### src/rtl/cs_dec_pkg.sv
package cs_dec_pkg;
  localparam int DATA_W  = 32;
  localparam int CMP_W   = 16;   // compared upper address bits
  localparam int REG_AW  = 8;
  localparam int STRIDE  = 12;
  localparam int OFS_MSK = 4;
  localparam int OFS_CTL = 8;
  localparam logic [REG_AW-1:0] PMUX_OFS = 8'h60;
  localparam int PMUX_LSB = 12;   // bits below are reserved
  localparam logic [1:0] SIZE_WORD = 2'b10;

  typedef struct packed {
    logic [CMP_W-1:0] base;
    logic [CMP_W-1:0] dont_care;
    logic             wprot;
    logic             enable;
  } win_cfg_t;
endpackage

### src/rtl/cs_regfile.sv
module cs_regfile
  import cs_dec_pkg::*;
#(
  parameter int NUM_WIN = 6,
  parameter logic [DATA_W-1:0] CTRL_RST = 32'h003F_FC00
) (
  input  logic                 clk,
  input  logic                 rst,
  input  logic                 reg_we,
  input  logic                 reg_re,
  input  logic [REG_AW-1:0]    reg_addr,
  input  logic [1:0]           reg_size,
  input  logic [DATA_W-1:0]    reg_wdata,
  output logic [DATA_W-1:0]    reg_rdata,
  output logic                 reg_err,
  output win_cfg_t             cfg [NUM_WIN]
);
  localparam int PMUX_W = DATA_W - PMUX_LSB;

  win_cfg_t          win_q  [NUM_WIN];
  logic [DATA_W-1:0] ctrl_q [NUM_WIN];
  logic [PMUX_W-1:0] pmux_q;
  logic [DATA_W-1:0] rd_mux;
  logic              pmux_hit, pmux_ok;

  assign pmux_hit = (reg_addr == PMUX_OFS);
  assign pmux_ok  = (reg_size == SIZE_WORD) && (reg_wdata[PMUX_LSB-1:0] == '0);

  always_ff @(posedge clk) begin
    if (rst) begin
      for (int i = 0; i < NUM_WIN; i++) begin
        win_q[i]  <= '0;
        ctrl_q[i] <= CTRL_RST;
      end
      pmux_q  <= '0;
      reg_err <= 1'b0;
    end else begin
      reg_err <= reg_we && pmux_hit && !pmux_ok;
      if (reg_we) begin
        for (int i = 0; i < NUM_WIN; i++) begin
          if (reg_addr == REG_AW'(i*STRIDE))
            win_q[i].base <= reg_wdata[DATA_W-1 -: CMP_W];
          if (reg_addr == REG_AW'(i*STRIDE + OFS_MSK)) begin
            win_q[i].dont_care <= reg_wdata[DATA_W-1 -: CMP_W];
            win_q[i].wprot     <= reg_wdata[8];
            win_q[i].enable    <= reg_wdata[0];
          end
          if (reg_addr == REG_AW'(i*STRIDE + OFS_CTL))
            ctrl_q[i] <= reg_wdata;
        end
        if (pmux_hit && pmux_ok)
          pmux_q <= reg_wdata[DATA_W-1:PMUX_LSB];
      end
    end
  end

  always_comb begin
    rd_mux = '0;
    for (int i = 0; i < NUM_WIN; i++) begin
      if (reg_addr == REG_AW'(i*STRIDE))
        rd_mux = {win_q[i].base, 16'h0000};
      if (reg_addr == REG_AW'(i*STRIDE + OFS_MSK))
        rd_mux = {win_q[i].dont_care, 7'd0, win_q[i].wprot, 7'd0, win_q[i].enable};
      if (reg_addr == REG_AW'(i*STRIDE + OFS_CTL))
        rd_mux = ctrl_q[i];
    end
    if (pmux_hit)
      rd_mux = {pmux_q, {PMUX_LSB{1'b0}}};
  end

  always_ff @(posedge clk) begin
    if (rst) reg_rdata <= '0;
    else if (reg_re) reg_rdata <= rd_mux;
  end

  assign cfg = win_q;

  // a non-word write to the multiplex register is flagged next cycle
  p_pmux_size_err_r9: assert property (@(posedge clk) disable iff (rst)
    (reg_we && pmux_hit && reg_size != SIZE_WORD) |=> reg_err);
  // the flag never rises without a write to the multiplex register
  p_pmux_err_cause_r9: assert property (@(posedge clk) disable iff (rst)
    !(reg_we && pmux_hit) |=> !reg_err);
endmodule

### src/rtl/cs_match.sv
module cs_match
  import cs_dec_pkg::*;
#(
  parameter int NUM_WIN = 6,
  parameter logic [DATA_W-1:0] REGION_LO = 32'h6000_0000,
  parameter logic [DATA_W-1:0] REGION_HI = 32'hDFFF_FFFF
) (
  input  logic [DATA_W-1:0] acc_addr,
  input  win_cfg_t          cfg [NUM_WIN],
  output logic              in_region,
  output logic              global_mode,
  output logic [NUM_WIN-1:0] match_vec,
  output logic [NUM_WIN-1:0] wprot_vec
);
  logic [CMP_W-1:0] tag;

  assign tag         = acc_addr[DATA_W-1 -: CMP_W];
  assign in_region   = (acc_addr >= REGION_LO) && (acc_addr <= REGION_HI);
  assign global_mode = !cfg[0].enable;

  for (genvar w = 0; w < NUM_WIN; w++) begin : g_win
    logic cmp_ok;
    assign cmp_ok = (((tag ^ cfg[w].base) & ~cfg[w].dont_care) == '0) && cfg[w].enable;
    assign wprot_vec[w] = cfg[w].wprot && cfg[w].enable;
    if (w == 0) begin : g_global
      assign match_vec[w] = in_region && (global_mode || cmp_ok);
    end else begin : g_normal
      assign match_vec[w] = in_region && !global_mode && cmp_ok;
    end
  end
endmodule

### src/rtl/cs_select.sv
module cs_select
  import cs_dec_pkg::*;
#(
  parameter int NUM_WIN = 6,
  localparam int IDX_W = $clog2(NUM_WIN)
) (
  input  logic               clk,
  input  logic               rst,
  input  logic               acc_valid,
  input  logic               acc_write,
  input  logic               in_region,
  input  logic               global_mode,
  input  logic [NUM_WIN-1:0] match_vec,
  input  logic [NUM_WIN-1:0] wprot_vec,
  output logic [NUM_WIN-1:0] cs_hit,
  output logic [IDX_W-1:0]   cs_idx,
  output logic               bus_err
);
  logic [IDX_W-1:0]   win_idx;
  logic               any_match;
  logic [NUM_WIN-1:0] win_onehot;
  logic               blocked;

  always_comb begin
    win_idx   = '0;
    any_match = 1'b0;
    for (int i = NUM_WIN-1; i >= 0; i--) begin
      if (match_vec[i]) begin
        win_idx   = IDX_W'(i);
        any_match = 1'b1;
      end
    end
    win_onehot = any_match ? (NUM_WIN'(1) << win_idx) : '0;
    blocked    = acc_write && !global_mode && wprot_vec[win_idx];
  end

  always_ff @(posedge clk) begin
    if (rst) begin
      cs_hit  <= '0;
      cs_idx  <= '0;
      bus_err <= 1'b0;
    end else if (acc_valid && any_match && !blocked) begin
      cs_hit  <= win_onehot;
      cs_idx  <= win_idx;
      bus_err <= 1'b0;
    end else begin
      cs_hit  <= '0;
      cs_idx  <= '0;
      bus_err <= acc_valid && any_match && blocked;
    end
  end

  // never more than one window selected
  p_hit_onehot_r5: assert property (@(posedge clk) disable iff (rst) $onehot0(cs_hit));
  // an error never coexists with a selection
  p_err_no_hit_r6: assert property (@(posedge clk) disable iff (rst) bus_err |-> (cs_hit == '0));
  // global mode routes any in-region access to window 0
  p_global_r2: assert property (@(posedge clk) disable iff (rst)
    (acc_valid && in_region && global_mode) |=> (cs_hit == NUM_WIN'(1)));
  // out-of-region accesses stay silent
  p_outside_quiet_r7: assert property (@(posedge clk) disable iff (rst)
    (acc_valid && !in_region) |=> (cs_hit == '0 && !bus_err));
  // idle cycles produce nothing
  p_idle_r8: assert property (@(posedge clk) disable iff (rst)
    !acc_valid |=> (cs_hit == '0 && !bus_err));
  // index agrees with the hit vector
  p_idx_r11: assert property (@(posedge clk) disable iff (rst)
    (cs_hit != '0) |-> (cs_hit == (NUM_WIN'(1) << cs_idx)));
endmodule

### src/rtl/cs_window_decoder.sv
module cs_window_decoder
  import cs_dec_pkg::*;
#(
  parameter int NUM_WIN = 6,
  parameter logic [DATA_W-1:0] REGION_LO = 32'h6000_0000,
  parameter logic [DATA_W-1:0] REGION_HI = 32'hDFFF_FFFF,
  parameter logic [DATA_W-1:0] CTRL_RST  = 32'h003F_FC00,
  localparam int IDX_W = $clog2(NUM_WIN)
) (
  input  logic               clk,
  input  logic               rst,
  input  logic               reg_we,
  input  logic               reg_re,
  input  logic [REG_AW-1:0]  reg_addr,
  input  logic [1:0]         reg_size,
  input  logic [DATA_W-1:0]  reg_wdata,
  output logic [DATA_W-1:0]  reg_rdata,
  output logic               reg_err,
  input  logic               acc_valid,
  input  logic               acc_write,
  input  logic [DATA_W-1:0]  acc_addr,
  output logic [NUM_WIN-1:0] cs_hit,
  output logic [IDX_W-1:0]   cs_idx,
  output logic               bus_err
);
  win_cfg_t           cfg [NUM_WIN];
  logic               in_region, global_mode;
  logic [NUM_WIN-1:0] match_vec, wprot_vec;

  cs_regfile #(.NUM_WIN(NUM_WIN), .CTRL_RST(CTRL_RST)) u_regs (
    .clk(clk), .rst(rst), .reg_we(reg_we), .reg_re(reg_re),
    .reg_addr(reg_addr), .reg_size(reg_size), .reg_wdata(reg_wdata),
    .reg_rdata(reg_rdata), .reg_err(reg_err), .cfg(cfg)
  );

  cs_match #(.NUM_WIN(NUM_WIN), .REGION_LO(REGION_LO), .REGION_HI(REGION_HI)) u_match (
    .acc_addr(acc_addr), .cfg(cfg), .in_region(in_region),
    .global_mode(global_mode), .match_vec(match_vec), .wprot_vec(wprot_vec)
  );

  cs_select #(.NUM_WIN(NUM_WIN)) u_sel (
    .clk(clk), .rst(rst), .acc_valid(acc_valid), .acc_write(acc_write),
    .in_region(in_region), .global_mode(global_mode), .match_vec(match_vec),
    .wprot_vec(wprot_vec), .cs_hit(cs_hit), .cs_idx(cs_idx), .bus_err(bus_err)
  );
endmodule

### config.mk
export PLATFORM = sky130hd
export DESIGN_NAME = cs_window_decoder
export DESIGN_NICKNAME = d
export VERILOG_FILES = /design/src/rtl/cs_dec_pkg.sv /design/src/rtl/cs_regfile.sv /design/src/rtl/cs_match.sv /design/src/rtl/cs_select.sv /design/src/rtl/cs_window_decoder.sv
export SDC_FILE = /design/constraint.sdc
export NUM_CORES = 1
export LEC_CHECK = 0
export ABC_AREA = 1
export CAP_MARGIN = 20
export CORE_MARGIN = 3
export CORE_UTILIZATION = 40
export CTS_CLUSTER_DIAMETER = 80
export DETAILED_ROUTE_END_ITERATION = 10
export GPL_TIMING_DRIVEN = 0
export PLACE_DENSITY = 0.59
export SYNTH_ARGS = -nofsm -noshare
export SYNTH_HDL_FRONTEND = slang
export SYNTH_HIERARCHICAL = 1
export SYNTH_SLANG_ARGS = --single-unit
export TNS_END_PERCENT = 20
### constraint.sdc
create_clock -name clk -period 6 [get_ports clk]
set_clock_uncertainty 0.15 [all_clocks]
set_input_delay 0.9 -clock clk [delete_from_list [all_inputs] [get_ports clk]]
set_output_delay 0.9 -clock clk [all_outputs]
set_load 0.01 [all_outputs]
# Yosys cells after proc, flatten, opt, wreduce, memory -nomap -nowiden

Memory sizes are Yosys's and may differ from the RTL's.
Index checks and enable logic that the tools add are counted.

Order comparisons: 3
Equal/unequal tests: 19
Shift-type cells: 1
Mux-type cells: 65
Bitwise operators: 26
Reduce and logical (&&, ||, !) cells: 57

Operators with widths:

| kind                                                                                   | number |
|---|---|
| 32-bit two-way mux                                                                     | 25 |
| 16-bit bitwise AND                                                                     | 6 |
| 16-bit logical NOT                                                                     | 6 |
| 16-bit inverter                                                                        | 6 |
| 16-bit XOR                                                                             | 6 |
| 8-bit by 6-bit equality test with 1-bit output (second input constant)                 | 8 |
| 1-bit two-way mux                                                                      | 33 |
| 8-bit by 5-bit equality test with 1-bit output (second input constant)                 | 4 |
| 32-bit by 31-bit greater-or-equal comparator with 1-bit output (second input constant) | 1 |
| 32-bit <= comparator (second input constant)                                           | 1 |
| 1-bit logical AND                                                                      | 29 |
| 2-bit AND reduction                                                                    | 13 |
| 8-bit by 7-bit equality test with 1-bit output (second input constant)                 | 3 |
| 3-bit two-way mux                                                                      | 6 |
| 8-bit by 4-bit equality test with 1-bit output (second input constant)                 | 2 |
| 12-bit logical NOT                                                                     | 1 |
| 8-bit by 3-bit equality test with 1-bit output (second input constant)                 | 1 |
| 8-bit logical NOT                                                                      | 1 |
| 1-bit bitwise OR                                                                       | 6 |
| 1-bit by 3-bit left shift with 6-bit output (first input constant)                     | 1 |
| 3-bit by 4-bit less-than comparator with 1-bit output (second input constant)          | 1 |
| 2-bit OR reduction                                                                     | 2 |
| 1-bit binary-select mux with 3-bit select                                              | 1 |
| 1-bit logical NOT                                                                      | 3 |
| 4 further kinds                                                                        | 5 |

Flip-flop bits (word level): 267
Memory bits (writable): 192
Bits of input ports: 80
Output and inout bits: 43
Memories: 1

Memory list:

| memory        | words | width | read ports | clocked after memory_dff | write ports | RTL line         | source |
|---|---|---|---|---|---|---|---|
| u_regs.ctrl_q | 6     | 32    | 6          | 0                        | 6           | cs_regfile.sv:21 | `logic [DATA_W-1:0] ctrl_q [NUM_WIN];` |

# Logic depth before layout (Yosys ltp)

Gate-level depths: netlist (run 1).

Word-level depth: 20
Gate-level depth with buffers: 22

# By module

Netlist (run 1), hierarchy kept.

Modules (own cells, without submodules):

| module     | times used | cells each | area each (um^2) | seq. area each (um^2) |
|---|---|---|---|---|
| cs_regfile | 1          | 2226       | 18903.1          | 10910.5 |
| cs_match   | 1          | 408        | 1884.3           | 0.0 |
| cs_select  | 1          | 68         | 483.0            | 200.2 |

# Worst setup path after synthesis (run 1)

OpenSTA, ideal clock, no wires.

Path kind: input -> register
From: input reg_addr[1]
To: memory u_regs.ctrl_q[5][0], enable pin
Library setup time: 466 ps
Arrival: 4036 ps
Required time: 5384 ps
Setup slack: 1348 ps
Stages on the path: 6
Cells stage by stage: nor2_4 > nand3_4 > nor2_1 > inv_1 > clkbuf_1 > o21ai_0

RTL lines:

| element            | RTL line                | source |
|---|---|---|
| start: declaration | cs_window_decoder.sv:14 | `input logic [REG_AW-1:0] reg_addr,` |
| end: declaration   | cs_regfile.sv:21        |  |

==> summary.txt, run 1 <==
Power and ir drop
  – Peak supply drop: 213.5 uV
  – Leak: 9.362 nW
  – PD cells: 278.3 nW/um2

Critical path
  – CP endpoint: u_regs/ctrl_q[5][28]
  – CP Capture Type: flip-flop
  – CP arrival: 4.24 ns
  – R2R Path End: u_sel/cs_hit[5]
  – Crit-path max FO: 10
  – Worst setup path startpoint: reg_we
  – Setup CP Type: in -> reg
  – Reg2reg setup slack: 3.06 ns
  – Type of origin of the critical path: input pin
  – Worst R2R Path Depth: 18
  – RR Startpoint: u_regs/cfg[170]
  – Req. time, crit path: 6.18 ns

Cells and area
  – Utilization after layout: 48.32%
  – Layout Nets: 2,942
  – Post-synthesis to final-layout area growth: 17.97%
  – Layout cell share with drive strength beyond 1: 7.504%
  – Ant diodes: 0
  – FILL cells: 5,120
  – Post-route cell area: 25,090 um2
  – Cell Count, Final, Fillers Out: 3,585

Die
  – Site Rows: 83
  – Die Y: 236.6 um
  – Initial core utilization: 40.96%
  – Core area: 51,920 um2
  – DIE AREA: 55,970 um2
  – IO Count: 123
  – Die Width: 236.6 um

STA
  – Fmax: 246.3 MHz
  – Fin Hold WS: 0.3206 ns
  – Final Cycle Share: 67.66%
  – RSZ-0062 raised after global routing: no
  – Worst Max-Slew Pin Slew: 1.238 ns
  – Setup WS post-layout: 1.940 ns
  – Final min period: 4.060 ns
  – Final Max Tran Viols: 0
  – Hold Violations, Final: 0
  – Finish-stage setup viols: 0
  – Relative slew slack: 17.45%

Clock network
  – Root Driver: clkbuf_16
  – Postcts setup bufs: 0
  – Num CTS Buffers: 52
  – Clock buffer depth: 3
  – CTS tree: yes
  – Post-CTS Resized: 0
  – Clk sink count: 459
  – # H-tree levels: 2
  – Clock transition at path regs: 0.06 ns
  – Hold_buf cts: 0
  – Worst skew pair latency: 0.63 ns

Place
  – Placed cells: 3,486
  – Detailed Place HPWL: 65,350 um
  – Place WS: 1.393 ns
  – Placed Area: 23,340 um2
  – Final GP Congestion: 1.021
  – # port buffers: 99

Logic synthesis
  – Syn nets: 2,781
  – Syn Area/Cell: 7.874 um2
  – Syn Inst Count: 2,701
  – Synth Cell Area: 21,270 um2
  – Yosys warning total: 6

Detailed routing
  – Post-Route WL: 88,800 um
  – Antenna-violating nets left: 0
  – Average wire per standard cell: 24.77 um
  – Routed vias: 20.27k
  – Residual DRC: 0
  – Vias/cell: 5.655
  – Initial DRC count: 2,700
  – TritonRoute pass-1 iters: 6

GRT
  – Gr ovfl total: 0
  – Initial antenna violation count: 0
  – Vias in the first global route: 18.52k
  – First-pass GRT wire length: 125,900 um
  – Largest net degree at the start of global routing: 24
  – Total GRT Usage: 30.66%

Outcome
  – Run status: complete, no violations

Min path
  – Tightest Hold Check Type: reg -> reg

Job
  – Max-Cap Viols: 0
==> registers in the layout, summed over array words and instances (netlist names) <==
name              cells
u_regs/ctrl_q       192
u_sel/bus_err         1
u_sel/cs_idx          3
u_regs/pmux_q        20
u_regs/reg_rdata     32
u_sel/cs_hit          6
u_regs/cfg          204
u_regs/reg_err        1
==> worst max-delay path: stages <==
cell	delay, ns
clkdlybuf4s50_1	0.79
inv_2	0.22
buf_2	0.45
clkbuf_1	0.83
nor3_1	0.31
inv_1	0.14
clkbuf_1	0.44
nor2_1	0.12
==> layout by cell type, fill, tap and decap left out, types with 3 or more instances in the layout <==
cell / instances
or2_0: 5
nor3_1: 8
clkbuf_8: 10
o21ai_0: 234
nand4_1: 57
buf_2: 45
a21oi_1: 303
o22ai_1: 4
nor3_2: 5
a22o_1: 12
a221oi_1: 18
nand2_4: 4
clkinv_2: 9
xnor2_1: 33
clkdlybuf4s50_1: 99
buf_4: 9
a211oi_1: 6
edfxtp_1: 192
clkinv_1: 6
nand3_1: 105
buf_6: 4
a31oi_1: 13
inv_2: 17
buf_1: 3
dfxtp_1: 267
nand2_1: 634
o21ai_4: 6
nand3_2: 3
nor2_1: 366
nor2_2: 8
nand2_2: 8
inv_1: 189
clkbuf_16: 54
clkbuf_1: 123
or2_2: 9
nor2_4: 8
buf_16: 6
==> worst min-delay path by stage <==
stage | start | to | depth (start not counted)
2_1_floorplan | u_regs/cfg[44] | u_regs/cfg[44] | 2
3_3_place_gp | u_regs/cfg[44] | u_regs/cfg[44] | 2
3_5_place_dp | u_regs/reg_rdata[5] | u_regs/reg_rdata[5] | 2
4_1_cts | u_regs/reg_rdata[12] | u_regs/reg_rdata[12] | 2
5_1_grt | u_regs/cfg[78] | u_regs/cfg[78] | 2
6_report | u_regs/reg_rdata[12] | u_regs/reg_rdata[12] | 2
==> power breakdown <==
group	total (mW)	internal (mW)	switching [mW]
logic	0.441	0.118	0.323
registers	3.35	3.32	0.0255
clock network	3.19	1.84	1.36
==> per-stage QoR <==
stage | setup TNS, ns | power (mW)
floorplan | 0 | 3.597
global placement | -162.71 | 3.824
detailed placement | 0 | 3.839
CTS | 0 | 7.012
global route | 0 | 7.180
finish | 0 | 6.981
==> layer usage <==
metal | up-vias | track usage [%] | wire (um)
met2 | 1158 | 44.83 | 37250
met5 | - | 0.7792 | 60
met3 | 174 | 7.431 | 9636
met4 | 2 | 12.90 | 4141
li1 | 9266 | - | -
met1 | 9673 | 43.25 | 37710
==> cell type report <==
cell class / instances / area, um2 / area share (%)
sequential: 459 / 11110 / 44.29
multi-input combinational: 1862 / 8677 / 34.59
clock buffer: 81 / 1559 / 6.214
timing repair buffer: 107 / 1186 / 4.728
tap: 680 / 850.8 / 3.391
inverter: 210 / 788.3 / 3.142
buffer: 170 / 758.2 / 3.022
clock inverter: 16 / 157.7 / 0.6284
Note: power is estimated with default switching activity, not from simulation.
==> run 2, diff against run 1 <==
--- a/config.mk
+++ b/config.mk
@@ -12,7 +12,7 @@
 export CTS_CLUSTER_DIAMETER = 80
 export DETAILED_ROUTE_END_ITERATION = 10
 export GPL_TIMING_DRIVEN = 0
-export PLACE_DENSITY = 0.59
+export PLACE_DENSITY = 0.61
 export SYNTH_ARGS = -nofsm -noshare
 export SYNTH_HDL_FRONTEND = slang
 export SYNTH_HIERARCHICAL = 1
==> constraint.sdc (replaced) <==
create_clock -name clk -period 3.39 [get_ports clk]
set_clock_uncertainty 0.15 [all_clocks]
set_input_delay 0.5085 -clock clk [delete_from_list [all_inputs] [get_ports clk]]
set_output_delay 0.5085 -clock clk [all_outputs]
set_load 0.01 [all_outputs]
==> run 2 against run 1 <==
- combinational power is 78% higher
- largest power group unchanged
- global-route usage up 0.17 points
- sequential power increased by 77%
- highest routed layer unchanged
- count of clock-buffer cells in the layout decreased by 5
==> summary.txt, run 2 (synthesis results as in run 1) <==
Clock network
  – Clock transition at path regs: 0.06 ns
  – Clk sink count: 459
  – CTS tree: yes
  – Hold_buf cts: 0
  – Clock buffer depth: 3
  – Num CTS Buffers: 51
  – Postcts setup bufs: 0
  – Worst skew pair latency: 0.62 ns
  – Root Driver: clkbuf_16
  – Post-CTS Resized: 1
  – # H-tree levels: 2

Cells and area
  – Most common cell after layout, fill and taps aside: nand2_1
  – Post-synthesis to final-layout area growth: 17.64%
  – Ant diodes: 0
  – Multi-input gate area: 8677 um2
  – Layout cell share with drive strength beyond 1: 7.138%
  – Most frequent cells in the layout: nand2_1, nor2_1, a21oi_1
  – FF+latch area: 11,110 um2
  – Layout Nets: 2,939
  – Largest register FFs: 204
  – FILL cells: 5,123

STA
  – Fmax: 299.1 MHz
  – Setup_tns: 0 ns
  – Final Cycle Share: 98.62%
  – RSZ-0062 raised after global routing: no
  – Final Max Tran Viols: 0
  – Finish-stage setup viols: 0
  – Setup WS post-layout: 0.04667 ns
  – Relative slew slack: 25.24%
  – Worst Max-Slew Pin Slew: 1.121 ns
  – Hold Violations, Final: 0
  – Final min period: 3.343 ns

Detailed routing
  – Initial DRC count: 2,752
  – Antenna-violating nets left: 0
  – TritonRoute pass-1 iters: 6
  – Average wire per standard cell: 25.02 um
  – Routed vias: 20.27k
  – Vias/cell: 5.663
  – Post-Route WL: 89,580 um
  – Residual DRC: 0

Critical path
  – Crit-path max FO: 10
  – Req. time, crit path: 3.71 ns
  – CP Capture Type: flip-flop
  – CP arrival: 3.66 ns
  – Type of origin of the critical path: input pin
  – RR Startpoint: u_regs/cfg[170]
  – Setup CP Type: in -> reg
  – Reg2reg setup slack: 0.42 ns
  – Worst R2R Path Depth: 18
  – R2R Path End: u_sel/cs_hit[3]
  – Worst setup path startpoint: reg_addr[5]

GRT
  – Initial antenna violation count: 2
  – First-pass GRT wire length: 126,700 um
  – Largest net degree at the start of global routing: 27
  – Vias in the first global route: 18.41k
  – Gr ovfl total: 0
  – Total GRT Usage: 30.83%

Min path
  – WHS Endpoint: u_regs/reg_rdata[23]
  – Hold path start: reg_re
  – Tightest Hold Check Type: in -> reg
  – WHS Path Cells: 6

Die
  – Die Y: 236.6 um
  – DIE AREA: 55,970 um2
  – Die Width: 236.6 um
  – Core area: 51,920 um2
  – Initial core utilization: 40.96%
  – Site Rows: 83
  – IO Count: 123

Outcome
  – Run status: complete, no violations

Power and ir drop
  – Leak: 9.319 nW
  – Peak supply drop: 386.3 uV
  – PD cells: 492.5 nW/um2

Place
  – Place WS: -0.7691 ns
  – Final GP Congestion: 0.9806
  – Detailed Place HPWL: 65,510 um
  – # port buffers: 99

Job
  – Max-Cap Viols: 0
==> run 2: cell count changes in the layout (fill, tap and decap cells not counted), sizes merged <==
| cell | before | now |
|---|---|---|
| bufinv | 1 | 4 |
| clkdlybuf4s50 | 99 | 98 |
| dlygate4sd2 | 0 | 1 |
| buf | 69 | 68 |
| inv | 208 | 207 |
| clkbuf | 190 | 184 |
==> run 2: metrics by stage <==
step	total power, mW	utilization [%]	cell area [um2]	hold slack, ns	instances
final	12.32	48.18	25020	0.2987	3580
after global routing	12.65	48.18	25020	0.3206	3580
after global placement	6.772	44.51	23110	0.3099	3480
after CTS	12.37	48.18	25020	0.2678	3580
after detailed placement	6.802	44.97	23350	0.3104	3487
after floorplan	6.364	-	21270	0.2858	2701
==> run 2: worst max-delay path, stage by stage <==
cell	delay, ns
clkdlybuf4s50_1	0.67
nor2_1	0.10
nand2_2	0.20
inv_2	0.13
nand2_4	0.19
inv_2	0.10
a21oi_1	0.42
nand3_1	0.29
a21oi_1	0.18
nand4_1	0.23
nand2_1	0.22
nand2_1	0.10
nand2_1	0.08
nand2_1	0.08
nand2_1	0.08
a21oi_1	0.06
==> run 2: area by class of cell <==
type                       count  share of cell area [%]
inverter                     210                   3.151
timing repair buffer         106                   4.646
buffer                       169                   3.016
sequential                   459                   44.41
clock inverter                18                  0.8952
tap                          680                   3.401
multi-input combinational   1862                   34.68
clock buffer                  76                   5.801
==> run 2: power breakdown <==
group,internal [mW],switching (mW),total (mW)
Clock,3.27,2.34,5.61
Sequential,5.88,0.0450,5.92
Combinational,0.206,0.580,0.786
==> run 2: how the worst max path moves through the flow <==
stage | endpoint | slack (ns) | depth (start not counted)
finish | u_regs/reg_rdata[20] | 0.05 | 16
global route | u_sel/cs_hit[3] | 0.04 | 21
CTS | u_sel/cs_hit[3] | 0.26 | 21
detailed placement | u_regs/ctrl_q[5][28] | -0.77 | 8
global placement | u_regs/ctrl_q[1][17] | -3.00 | 5
floorplan | u_regs/ctrl_q[3][0] | -0.75 | 6
==> run 2: per-layer routing <==
layer,up-vias,share of wire (%),GRT usage (%)
met2,1208,42,45.45
met1,9608,42,44.01
met3,179,11,6.231
li1,9274,-,-
met5,-,0.026,0
met4,4,4.5,12.99
